<file path="src/rtl/msg_len_extract_pkg.sv">
package msg_len_extract_pkg;
  localparam int BYTE_W = 8;
  localparam int LEN_W  = 2 * BYTE_W;
  localparam int REG_W  = 2 * LEN_W;

  typedef logic [BYTE_W-1:0] byte_t;

  typedef struct packed {
    byte_t hi;
    byte_t lo;
    logic  hi_flag;
    logic  lo_flag;
  } cap_state_t;
endpackage

</file>
<file path="src/rtl/msg_len_pos_counter.sv">
module msg_len_pos_counter #(
  parameter int OFS_W = 8
) (
  input  logic             clk_i,
  input  logic             rst_ni,
  input  logic             valid_i,
  input  logic             first_i,
  output logic [OFS_W-1:0] idx_o
);
  localparam logic [OFS_W-1:0] POS_MAX = '1;

  logic [OFS_W-1:0] pos_q;

  // position of the byte currently on the bus
  assign idx_o = first_i ? '0 : pos_q;

  always_ff @(posedge clk_i or negedge rst_ni) begin
    if (!rst_ni) begin
      pos_q <= '0;
    end else if (valid_i) begin
      if (idx_o != POS_MAX) pos_q <= idx_o + 1'b1;
      else                  pos_q <= POS_MAX;
    end
  end
endmodule

</file>
<file path="src/rtl/msg_len_capture.sv">
module msg_len_capture
  import msg_len_extract_pkg::*;
(
  input  logic       clk_i,
  input  logic       rst_ni,
  input  logic       valid_i,
  input  logic       first_i,
  input  logic       armed_i,
  input  logic       hit_i,
  input  byte_t      data_i,
  output cap_state_t state_o,
  output logic       done_o
);
  cap_state_t st_q, st_d;
  logic       done_q, done_d;
  logic       lo_eff, hi_eff;

  // a new transfer drops the flags before this byte is judged
  assign lo_eff = first_i ? 1'b0 : st_q.lo_flag;
  assign hi_eff = first_i ? 1'b0 : st_q.hi_flag;

  always_comb begin
    st_d   = st_q;
    done_d = 1'b0;
    if (valid_i) begin
      st_d.lo_flag = lo_eff;
      st_d.hi_flag = hi_eff;
      if (armed_i && !lo_eff && hit_i) begin
        st_d.lo      = data_i;
        st_d.lo_flag = 1'b1;
      end else if (armed_i && lo_eff && !hi_eff) begin
        st_d.hi      = data_i;
        st_d.hi_flag = 1'b1;
        done_d       = 1'b1;
      end
    end
  end

  always_ff @(posedge clk_i or negedge rst_ni) begin
    if (!rst_ni) begin
      st_q   <= '0;
      done_q <= 1'b0;
    end else begin
      st_q   <= st_d;
      done_q <= done_d;
    end
  end

  assign state_o = st_q;
  assign done_o  = done_q;
endmodule

</file>
<file path="src/rtl/msg_len_extract.sv">
module msg_len_extract
  import msg_len_extract_pkg::*;
#(
  parameter int OFS_W = 8
) (
  input  logic             clk_i,
  input  logic             rst_ni,
  input  logic             en_i,
  input  logic             ep_out_i,
  input  logic [OFS_W-1:0] offset_i,
  input  logic             valid_i,
  input  logic             first_i,
  input  logic [7:0]       data_i,
  input  logic [15:0]      base_len_i,
  output logic [31:0]      buf_len_o,
  output logic             lo_flag_o,
  output logic             hi_flag_o,
  output logic             done_o
);
  logic [OFS_W-1:0] idx;
  logic             armed, hit;
  cap_state_t       cap;

  msg_len_pos_counter #(.OFS_W(OFS_W)) u_pos (
    .clk_i   (clk_i),
    .rst_ni  (rst_ni),
    .valid_i (valid_i),
    .first_i (first_i),
    .idx_o   (idx)
  );

  assign armed = en_i && ep_out_i;
  assign hit   = (idx == offset_i);

  msg_len_capture u_cap (
    .clk_i   (clk_i),
    .rst_ni  (rst_ni),
    .valid_i (valid_i),
    .first_i (first_i),
    .armed_i (armed),
    .hit_i   (hit),
    .data_i  (data_i),
    .state_o (cap),
    .done_o  (done_o)
  );

  assign buf_len_o = {cap.hi, cap.lo, base_len_i};
  assign lo_flag_o = cap.lo_flag;
  assign hi_flag_o = cap.hi_flag;
endmodule

</file>
<file path="config.mk">
export PLATFORM = sky130hd
export DESIGN_NAME = msg_len_extract
export DESIGN_NICKNAME = d
export VERILOG_FILES = /design/src/rtl/msg_len_extract_pkg.sv /design/src/rtl/msg_len_pos_counter.sv /design/src/rtl/msg_len_capture.sv /design/src/rtl/msg_len_extract.sv
export SDC_FILE = /design/constraint.sdc
export NUM_CORES = 1
export LEC_CHECK = 0
export BUFFER_PORTS_ARGS = -buffer_cell sky130_fd_sc_hd__buf_2
export CORE_ASPECT_RATIO = 0.6
export CORE_MARGIN = 2
export CORE_UTILIZATION = 50
export DETAILED_ROUTE_END_ITERATION = 8
export PLACE_DENSITY = 0.85
export SYNTH_ARGS = -nofsm -noshare
export SYNTH_HDL_FRONTEND = slang
export SYNTH_SLANG_ARGS = --single-unit
</file>
<file path="constraint.sdc">
create_clock -name clk_i -period 3.3 [get_ports clk_i]
set_input_delay 0.99 -clock clk_i [delete_from_list [all_inputs] [get_ports clk_i]]
set_output_delay 0.99 -clock clk_i [all_outputs]
set_load 0.03 [all_outputs]
</file>
==> summary.txt <==
Global routing
  – Number of global-route vias before repair: ~1100
  – Largest net degree at the start of global routing: 28
  – Total Routing Usage GR: between 10% and 20%
  – First-pass GRT wire length: 5037 um
  – Initial antenna violation count: 0
  – Aggregate global routing overflow: 0

Clocking
  – # resized after CTS: 0
  – CTS clk-pin slew, worst paths: around 90 ps
  – Total CTS buffers: 3
  – Postcts setup bufs: 0
  – Clk_lat worst skew: 270 ps
  – CTS tree: built
  – H-tree Lvls: 1
  – Cts hold-fix bufs: 0
  – CTS Sinks: 27
  – Clock root buffer: clkbuf_8
  – CTS max path bufs: 2

STA
  – Worst Skew: 4.925 ps
  – Max Slew Vio Count: 0
  – Final min period: 2486 ps
  – Final Cycle Share: roughly three quarters
  – Final setup fails: 0
  – Unrepaired setup endpoints after global routing: no
  – Slew HR: about three fifths
  – Peak Freq: 402.2 MHz
  – Final hold vios: 0
  – Sum Neg Setup Slack: 0 ps
  – Worst slew pin tran: 578.5 ps

Cells and area
  – Share of layout cells above drive strength 1: about 34%
  – Commonest non-fill, non-tap cells in the layout: buf_2, nand2_1, dfrtp_1
  – Syn-to-layout area delta: 8.776%
  – Fin nets: 214
  – ANT cells: 0
  – Commonest non-fill, non-tap cell in the layout: buf_2

Worst setup path
  – WP buf/inv: 2
  – CP Max Fanout: 19
  – Slowest stage delay, CP: around 300 ps
  – Worst setup path start: first_i
  – Slowest CP cell: o21ai_4
  – Critical path required time: 3520 ps
  – Reg-to-reg slack, setup: 1320 ps
  – Startpoint Class: input port
  – Launch point of the worst reg-to-reg path: u_pos.pos_q[1]
  – Reg2reg end: u_pos.pos_q[3]
  – Crit-path cells: buf_2 -> nand2b_4 -> inv_1 -> ha_1 -> and4b_1 -> nand4_1 -> o21ai_4 -> o21a_1 -> o22a_1
  – Crit end category: register
  – Reg2reg path depth: 7
  – CP top delay family: simple AND/OR/NAND/NOR gates
  – Worst Path Arrival: 2700 ps
  – Critical path class: input port to register

Floorplan
  – Die height: approximately 47 um
  – Num ports: 73
  – Std-Cell Rows: 15
  – DIE AREA: 3585 um2
  – Core area: 2909 um2
  – Initial Utilization: 53.42%
  – Die X-Extent: 75.97 um

Worst hold path
  – Min-Delay Path Class: register to register
  – Worst hold path depth: 2
  – Hold Startpoint: u_cap.state_o[14]
  – Hold Path End: u_cap.state_o[14]

Placed design
  – RD Place Congestion: 0.8722
  – # port buffers: 40
  – Post-DP HPWL: between 2000 and 2500 um

Detailed routing
  – Number of DRC markers in iteration 0: 63
  – 1st-pass router iterations: 5
  – Final routed DRC violation total: 0
  – Vias: around 1200
  – DRT antenna net count: 0
  – Via density: 5.417
  – DR WL/cell: 14.51 um
  – Post-Route WL: about 3100 um

Synthesis
  – Sequential share of the synthesized area: 43.48%
  – #FFs+latches synth: 27
  – EDFF count, synth: 0
  – Syn_nets: 192
  – Syn_area_per_cell: 10.16 um2
  – Ys Warns: 0
  – Top FF cell, synth: dfrtp_1
  – Top post-synthesis cells by area: dfrtp_1, buf_4, mux2_4
  – Post-synthesis cell area: 1554 um2
  – Dominant cell type by area after synthesis: dfrtp_1
  – Mapped Cells: 153
  – Share of Yosys cell area claimed by the top area cell type: between 40 and 50%
  – Synth async-reset ratio: 100.0%
  – Netlist cell types: 37

Run status
  – Status: finished clean

Power
  – Pwr Density: 389.4 nW/um2
  – Pwr Total: 0.0006582 W
  – Pleak: 0.9330 nW
  – VDD IR-drop max: slightly below 0.0002 V

Job
  – Max Cap Viol: 0
## cell usage after synthesis, types with 2 or more instances
library cell / instances
inv_1: 5
nand2b_4: 2
o21ai_0: 4
a31oi_1: 3
a41oi_1: 3
a21oi_1: 5
buf_4: 18
and4bb_1: 3
xnor2_1: 4
dfrtp_1: 27
nand4_1: 3
mux2_4: 8
nand2_1: 28
o22a_1: 4
o32ai_2: 2
nor2_1: 11
clkbuf_1: 3
## logic make-up after synthesis
group / Yosys count / synth area share, %
buf+inv: 29 / 11.92
mux: 8 / 7.730
xor+xnor: 5 / 2.818
compound gates: 28 / 14.01
fa+ha+maj: 1 / 0.8050
simple gates: 55 / 19.24
flops: 27 / 43.48
## worst min-delay path, cell delays in order, from the launching register on
cell     delay, ps
dfrtp_1        360
nand2_1         50
nand2_1         50
## worst max path at each step
stage,to,slack [ps],cells past startpoint
final,u_pos.pos_q[3],810,9
after global routing,u_pos.pos_q[3],690,9
after CTS,u_pos.pos_q[3],820,9
after detailed placement,u_pos.pos_q[3],540,9
after global placement,u_pos.pos_q[3],640,9
after floorplan,u_pos.pos_q[3],690,9
## sequential cells by signal (all words and copies together) (netlist names)
signal,cells
u_cap.state_o,18
u_pos.pos_q,8
u_cap.done_o,1
## where the power goes
part,leakage (nW),switching (W),internal [W]
Sequential,0.361,0.0000246,0.000344
Clock,0.0255,0.000105,0.0000847
Combinational,0.546,0.0000525,0.0000476
Total,0.933,0.000182,0.000476
## stage by stage
step	util, %	hold WS (ps)	instance area (um2)	worst slack (ps)	cells
5_1_grt	58.11	522.3	1690	686.4	216
4_1_cts	58.11	488.3	1690	815.7	216
3_5_place_dp	56.52	465.8	1644	535.7	212
2_1_floorplan	-	564.6	1554	688.0	153
6_report	58.11	488.6	1690	813.8	216
3_3_place_gp	56.52	457.2	1644	638.4	212
## layout make-up
type	instances	area, um2
Inverter	6	22.52
Multi-Input combinational cell	97	693.2
Tap cell	42	52.55
Clock buffer	3	41.29
Clock inverter	1	5.005
Sequential cell	27	675.6
Fill cell	246	1219
Timing Repair Buffer	40	200.2
## layer usage
| metal | wire [um] | track usage, % |
|---|---|---|
| met3 | 191 | 4.231 |
| met1 | 1376 | 22.44 |
| met5 | 0 | 0 |
| met2 | 1466 | 31.61 |
| met4 | 101 | 8.000 |
Note: power is estimated with default switching activity, not from simulation.
